### config.mk
export PLATFORM = sky130hd
export DESIGN_NAME = nvm_backup_ctrl
export DESIGN_NICKNAME = d
export VERILOG_FILES = /design/src/rtl/nvb_pkg.sv /design/src/rtl/nvb_sync.sv /design/src/rtl/nvb_core.sv /design/src/rtl/nvm_backup_ctrl.sv
export SDC_FILE = /design/constraint.sdc
export NUM_CORES = 1
export LEC_CHECK = 0
export BUFFER_PORTS_ARGS = -buffer_cell sky130_fd_sc_hd__buf_2
export CAP_MARGIN = 20
export CORE_MARGIN = 4
export CORE_UTILIZATION = 47
export DETAILED_ROUTE_END_ITERATION = 16
export GPL_ROUTABILITY_DRIVEN = 0
export GPL_TIMING_DRIVEN = 0
export PLACE_DENSITY_LB_ADDON = 0.12
export SETUP_SLACK_MARGIN = 0.15
export SLEW_MARGIN = 20
export SYNTH_ARGS = -nofsm -noshare
export SYNTH_HDL_FRONTEND = slang
export SYNTH_SLANG_ARGS = --single-unit
### constraint.sdc
create_clock -name clk -period 2.03 [get_ports clk]
set_input_delay 0.406 -clock clk [delete_from_list [all_inputs] [get_ports clk]]
set_output_delay 0.406 -clock clk [all_outputs]
set_load 0.02 [all_outputs]
### src/rtl/nvb_pkg.sv
package nvb_pkg;
    localparam int unsigned DATA_W = 8;

    typedef enum logic [2:0] {
        PH_HOST    = 3'd0,
        PH_ISOLATE = 3'd1,
        PH_COPY    = 3'd2,
        PH_REPORT  = 3'd3,
        PH_OFF     = 3'd4,
        PH_RESTORE = 3'd5
    } phase_e;

    // packed so that busy lands in status bit 1 and terr in bit 5
    typedef struct packed {
        logic terr;
        logic rerr;
        logic serr;
        logic valid;
        logic busy;
    } flags_t;

    localparam int unsigned ADR_CTRL  = 0;
    localparam int unsigned ADR_STAT  = 1;
    localparam int unsigned ADR_PHASE = 2;
endpackage

### src/rtl/nvb_sync.sv
module nvb_sync #(
    parameter int unsigned STAGES = 2
) (
    input  logic clk,
    input  logic rst_n,
    input  logic line_n,
    output logic fall
);
    logic [STAGES-1:0] chain_q;
    logic              prev_q;

    always_ff @(posedge clk or negedge rst_n) begin
        if (!rst_n) chain_q[0] <= 1'b1;
        else        chain_q[0] <= line_n;
    end

    generate
        for (genvar i = 1; i < STAGES; i++) begin : g_stage
            always_ff @(posedge clk or negedge rst_n) begin
                if (!rst_n) chain_q[i] <= 1'b1;
                else        chain_q[i] <= chain_q[i-1];
            end
        end
    endgenerate

    always_ff @(posedge clk or negedge rst_n) begin
        if (!rst_n) prev_q <= 1'b1;
        else        prev_q <= chain_q[STAGES-1];
    end

    assign fall = prev_q & ~chain_q[STAGES-1];
endmodule

### src/rtl/nvb_core.sv
module nvb_core
    import nvb_pkg::*;
#(
    parameter int unsigned HOLD_CYC = 4
) (
    input  logic   clk,
    input  logic   rst_n,
    input  logic   fall,
    input  logic   health_ok,
    input  logic   energy_ok,
    input  logic   arm_we,
    input  logic   arm_val,
    input  flags_t clr,
    input  logic   pwr_ack,
    input  logic   cpy_done,
    input  logic   cpy_fail,
    input  logic   pwr_ret,
    output phase_e phase,
    output logic   armed,
    output flags_t flags
);
    localparam int unsigned CW = $clog2(HOLD_CYC + 1);

    typedef struct packed {
        phase_e        ph;
        logic          armed;
        flags_t        fl;
        logic [CW-1:0] cnt;
    } st_t;

    st_t    st_d, st_q;
    flags_t set_v, keep_v;
    logic   healthy;

    always_comb begin
        st_d    = st_q;
        set_v   = '0;
        keep_v  = ~clr;
        healthy = health_ok & energy_ok;
        case (st_q.ph)
            PH_HOST: begin
                if (fall && st_q.armed) begin
                    st_d.ph      = PH_ISOLATE;
                    st_d.armed   = 1'b0;
                    set_v.busy   = 1'b1;
                    keep_v.valid = 1'b0;
                end else begin
                    if (fall) set_v.terr = 1'b1;
                    if (arm_we)        st_d.armed = arm_val & healthy;
                    else if (!healthy) st_d.armed = 1'b0;
                end
            end
            PH_ISOLATE: if (pwr_ack) st_d.ph = PH_COPY;
            PH_COPY: begin
                if (cpy_done) begin
                    st_d.ph  = PH_REPORT;
                    st_d.cnt = '0;
                    if (cpy_fail) set_v.serr  = 1'b1;
                    else          set_v.valid = 1'b1;
                end
            end
            PH_REPORT: begin
                if (st_q.cnt == CW'(HOLD_CYC - 1)) st_d.ph = PH_OFF;
                else st_d.cnt = st_q.cnt + 1'b1;
            end
            PH_OFF: begin
                if (pwr_ret) begin
                    if (st_q.fl.valid) st_d.ph = PH_RESTORE;
                    else begin
                        st_d.ph    = PH_HOST;
                        set_v.rerr = 1'b1;
                    end
                end
            end
            PH_RESTORE: begin
                if (cpy_done) begin
                    st_d.ph = PH_HOST;
                    if (cpy_fail) set_v.rerr = 1'b1;
                end
            end
            default: st_d.ph = PH_HOST;
        endcase
        st_d.fl = (st_q.fl & keep_v) | set_v;
    end

    always_ff @(posedge clk or negedge rst_n) begin
        if (!rst_n) st_q <= '{ph: PH_HOST, armed: 1'b0, fl: '0, cnt: '0};
        else        st_q <= st_d;
    end

    assign phase = st_q.ph;
    assign armed = st_q.armed;
    assign flags = st_q.fl;

    // arming only becomes visible after a cycle with good health and charge
    p_arm_needs_health_r2: assert property (@(posedge clk) disable iff (!rst_n)
        $rose(st_q.armed) |-> $past(health_ok && energy_ok));

    // the copy phase is entered only on a power-switch acknowledge
    p_copy_after_ack_r3: assert property (@(posedge clk) disable iff (!rst_n)
        (st_q.ph == PH_COPY && $past(st_q.ph) == PH_ISOLATE) |-> $past(pwr_ack));

    // an unarmed save edge keeps the host in charge and flags it
    p_unarmed_ignored_r9: assert property (@(posedge clk) disable iff (!rst_n)
        (st_q.ph == PH_HOST && fall && !st_q.armed) |=> (st_q.ph == PH_HOST && st_q.fl.terr));

    // a failed save never yields a valid image
    p_fail_no_valid_r10: assert property (@(posedge clk) disable iff (!rst_n)
        (st_q.ph == PH_COPY && cpy_done && cpy_fail) |=> (!st_q.fl.valid && st_q.fl.serr));

    // error flags are sticky unless software clears them
    p_sticky_err_r12: assert property (@(posedge clk) disable iff (!rst_n)
        (st_q.fl.serr && !clr.serr) |=> st_q.fl.serr);

    // the report phase starts only right after a copy completion
    p_report_after_done_r4: assert property (@(posedge clk) disable iff (!rst_n)
        (st_q.ph == PH_REPORT && $past(st_q.ph) == PH_COPY) |-> $past(cpy_done));
endmodule

### src/rtl/nvm_backup_ctrl.sv
module nvm_backup_ctrl
    import nvb_pkg::*;
#(
    parameter int unsigned ADDR_W      = 2,
    parameter int unsigned SYNC_STAGES = 2,
    parameter int unsigned HOLD_CYC    = 4
) (
    input  logic              clk,
    input  logic              rst_n,
    input  logic              save_n_in,
    output logic              save_n_oe,
    output logic              event_n,
    input  logic [ADDR_W-1:0] reg_addr,
    input  logic              reg_we,
    input  logic [7:0]        reg_wdata,
    output logic [7:0]        reg_rdata,
    input  logic              health_ok,
    input  logic              energy_ok,
    output logic              host_iso,
    output logic              pwr_req,
    input  logic              pwr_ack,
    output logic              cpy_start,
    output logic              cpy_dir,
    input  logic              cpy_done,
    input  logic              cpy_fail,
    output logic              off_req,
    input  logic              pwr_ret
);
    logic   fall, armed, arm_we;
    phase_e phase;
    flags_t flags, clr;

    nvb_sync #(.STAGES(SYNC_STAGES)) u_sync (
        .clk(clk), .rst_n(rst_n), .line_n(save_n_in), .fall(fall)
    );

    assign arm_we = reg_we && (reg_addr == ADDR_W'(ADR_CTRL));
    assign clr    = (reg_we && (reg_addr == ADDR_W'(ADR_STAT))) ? flags_t'(reg_wdata[5:1]) : '0;

    nvb_core #(.HOLD_CYC(HOLD_CYC)) u_core (
        .clk(clk), .rst_n(rst_n), .fall(fall),
        .health_ok(health_ok), .energy_ok(energy_ok),
        .arm_we(arm_we), .arm_val(reg_wdata[0]), .clr(clr),
        .pwr_ack(pwr_ack), .cpy_done(cpy_done), .cpy_fail(cpy_fail),
        .pwr_ret(pwr_ret), .phase(phase), .armed(armed), .flags(flags)
    );

    assign host_iso  = (phase != PH_HOST);
    assign pwr_req   = (phase == PH_ISOLATE) || (phase == PH_COPY) || (phase == PH_REPORT);
    assign cpy_start = (phase == PH_COPY) || (phase == PH_RESTORE);
    assign cpy_dir   = (phase == PH_RESTORE);
    assign save_n_oe = (phase == PH_REPORT);
    assign off_req   = (phase == PH_OFF);
    assign event_n   = ~(flags.serr | flags.rerr | flags.terr);

    always_comb begin
        case (reg_addr)
            ADDR_W'(ADR_CTRL):  reg_rdata = {7'd0, armed};
            ADDR_W'(ADR_STAT):  reg_rdata = {health_ok, energy_ok, flags, armed};
            ADDR_W'(ADR_PHASE): reg_rdata = {5'd0, phase};
            default:            reg_rdata = '0;
        endcase
    end

    // once the save line is released the module must already be shut down
    p_oe_then_off_r4: assert property (@(posedge clk) disable iff (!rst_n)
        $fell(save_n_oe) |-> off_req);

    // the host regains the DRAM only at the end of a restore or an aborted one
    p_return_to_host_r5: assert property (@(posedge clk) disable iff (!rst_n)
        $fell(host_iso) |-> ($past(cpy_done) || $past(pwr_ret)));
endmodule

==> impl_summary.txt <==
----------------------------------------------------
[Run status]
  Status ... finished clean

[Critical path]
  List of cells traversed by the critical path ... buf_6 > and3_1 > a21o_1 > buf_2
  Critical R2R Capture ... u_core.phase[2]$_DFFE_PN0P_
  Critical-path maximum fanout ... 10
  Slowest library cell on the worst path ... dfrtp_2
  Start of the worst register-to-register path ... u_core.st_q[0]$_DFFE_PN0P_
  Type of origin of the critical path ... flop
  Cell depth of the worst flop-to-flop path ... 6
  Sum of buffers and inverters on the critical path ... 2
  Worst setup path startpoint ... u_core.phase[2]$_DFFE_PN0P_
  Type of element capturing the critical path ... output pin
  Critical path data arrival time ... around 1400 ps
  Family with the most delay on the worst path ... flip-flops
  Minimum setup slack among reg-to-reg paths ... 400 ps
  Critical path data required time ... 1620 ps
  Delay of the slowest cell on the worst path ... approximately 470 ps
  Worst Setup Path Type ... flop to output pin

[Synth]
  Main area contributors after synthesis ... dfrtp_1, dfstp_2, a22o_1, and2_1, nand3_1
  Synth async-reset ratio ... 100%
  Commonest register cell after synthesis ... dfrtp_1
  Flop and latch count out of synthesis ... 15
  Post-synth top area share ... 33.3%
  Mapped Nets ... 120
  Synth area leader ... dfrtp_1
  Average size of a mapped cell ... 9.19 µm²
  Cell area after synthesis ... 901 µm²
  Portion of the post-synthesis area used by sequential elements ... 42.1%
  Count of distinct cell types in the synthesized netlist ... 33
  Number of enable-type register cells in the synthesized netlist ... 0
  Post-Synthesis Cells ... 98
  Yosys warning count ... 0

[Clock tree]
  Sink count of the clock tree ... 15
  Clk Tree Root Cell ... clkbuf_4
  Cts bufs inserted ... 3
  CTS tree ... yes
  H-tree levels ... 1
  Max Buffers Root-to-Sink ... 2
  Clock insertion delay at the later pin of the skew report ... a little under 300 ps
  Clk pin slew, worst setup/hold paths ... roughly 100 ps

[Final layout]
  Number of diodes ... 0
  Final standard cell utilization of the core ... 66.2%
  Number of filler cells placed in the layout ... roughly 170
  FF/Latch Area ... 382 µm²
  Total area of multi-input combinational cells ... 489 µm²
  Fraction of final layout cells with drive strength greater than 1 ... 38.0%
  Area growth from synthesis to layout ... 29.7%
  Final layout net count ... 160

[GRT]
  Global-route wire length before repair ... roughly 3700 µm
  Met1 capacity usage during global routing ... 22.9%
  Met3 routing resource usage after global routing ... 4.01%
  Total grt overflow ... 0
  Number of antenna violations at the first check in global routing ... 0
  Overall global routing resource usage ... 18.2%
  Global-route met2 utilization ... between 30% and 40%
  Layer carrying the most global-route usage ... met2
  Pin count of the biggest net entering global routing ... 16
  Number of global-route vias before repair ... 831

[Job]
  Max-cap violations ... 0

[Routing]
  Wirelength, routed ... between 2000 and 2500 µm
  Vias after detailed routing ... 861
  Number of iterations in the first detailed-routing pass ... 4
  Initial drt markers ... 12
  Routed vias/inst ... ~5.3
  Total DRC errors in the routed layout ... 0
  Antenna-violating nets left ... 0
  Routed length per placed instance ... 13.7 µm

[Timing]
  Worst hold margin ... 197 ps
  Final hold vios ... 0
  Clock skew ... ~7.3 ps
  Min Clock Period, post-route ... 1830 ps
  Setup TNS ... 0 ps
  Pin slew with the least headroom to its limit ... approximately 330 ps
  Part of the cycle the worst path needs ... 90.0%
  Worst rel slew slack ... 77.4%
  Slew Viols, Final ... 0
  RSZ-0062 raised after global routing ... true
  Count of endpoints failing setup in the final report ... 0
  Worst-case setup margin in the final layout ... 203 ps
  Max frequency ... 547 MHz

[Die]
  Number of core rows ... 15
  Chip Width ... 51.8 µm
  Total die area ... 0.00268 mm²
  Overall die height ... 51.8 µm
  Count of pins on the block boundary ... 35
  Effective utilization at floorplan ... between 50% and 60%
  Core Area ... roughly 0.0018 mm²

[Hold path]
  Worst Hold Launch ... save_n_in
  Cell depth of the worst min-delay path ... 1
  Classification of the worst-slack hold path ... primary input to flop
  End point of the most critical hold path ... u_sync.chain_q[0]$_DFF_PN1_

[Power and ir drop]
  Total power density per cell area ... ~1300 mW/mm²
  Worst supply voltage drop on vdd ... 0.733 mV
  Power consumption ... 1.52 mW
  Leakage power figure ... roughly 0.58 nW

[Place]
  Port Buffer Count ... 32
  Worst Setup Slack post-DPL ... 234 ps
  Detailed Place HPWL ... approximately 1700 µm

----------------------------------------------------
-- state kept, by name (all words and copies together) (netlist names) --
name            cells
u_core.flags        5
u_core.phase        3
u_core.st_q         3
u_sync.chain_q      2
u_core.armed        1
u_sync.prev_q       1
-- cell usage after synthesis, types with 2 or more instances --
cell type and n:
dfrtp_1 12, o21ai_0 5, nor2b_1 3, a22o_1 5, dfstp_2 3, ha_1 2
nand3b_1 4, mux2i_1 2, nand3_1 8, inv_1 5, nor2_1 6, nand2_1 10
and3_1 2, and2_1 7, a21o_1 2, a21oi_1 5
-- worst max path at each step --
| stage | end | slack, ps | depth (start not counted) |
|---|---|---|---|
| after floorplan | reg_rdata[1] | 520 | 3 |
| after global placement | reg_rdata[2] | 240 | 5 |
| after detailed placement | reg_rdata[1] | 230 | 5 |
| after CTS | off_req | 160 | 4 |
| after global routing | cpy_start | 130 | 5 |
| final | cpy_start | 200 | 4 |
-- cells by family after synthesis --
family	Yosys count	synth area share, %
AO/OA/AOI/OAI	23	18.6
adder cells (fa/ha/maj)	2	2.78
buffers and inverters	9	5.14
flip-flops	15	42.1
multiplexers	2	2.22
AND/OR/NAND/NOR	47	29.2
-- routing by layer --
metal / routed length [µm] / vias up
met5: 0 / -
met4: 29 / 0
met3: 113 / 5
met2: 1090 / 20
met1: 980 / 405
li1: - / 431
-- layout by cell type (no fill, tap or decap), types with 3 or more instances in the layout --
cell | synthesis | final
dfstp_2 | 3 | 3
nor2b_1 | 3 | 3
buf_2 | 1 | 33
clkbuf_4 | 0 | 3
dfrtp_1 | 12 | 10
and2_1 | 7 | 7
nand3_1 | 8 | 8
a21oi_1 | 5 | 5
nand3b_1 | 4 | 4
inv_1 | 5 | 5
o21ai_0 | 5 | 5
nor2_1 | 6 | 5
nand2_1 | 10 | 10
a22o_1 | 5 | 5
-- area by class of cell --
class | instances | share of cell area [%]
clock buffers | 3 | 1.93
repair buffers | 35 | 15.8
multi-input cells | 74 | 41.9
plain buffers | 4 | 2.78
flip-flops and latches | 15 | 32.7
clock inverters | 1 | 0.642
inverters | 5 | 1.61
well taps | 25 | 2.68
-- stage by stage --
step / instances / instance area (µm²)
floorplan: 98 / 901
global placement: 155 / 1090
detailed placement: 155 / 1090
CTS: 160 / 1130
global route: 162 / 1170
finish: 162 / 1170
-- power by group --
part           internal [mW]  switching (mW)
Combinational          0.358           0.453
Sequential             0.407           0.119
Clock                 0.0750           0.105
-- what timing repair did --
item,CTS,global route
hold buffers,1,0
setup endpoints to repair,1,5
endpoints found under the hold margin,7,0
pin swaps,0,0
setup buffers,0,2
gates resized for setup,1,7
No activity file was read; power rests on OpenSTA's default activity.
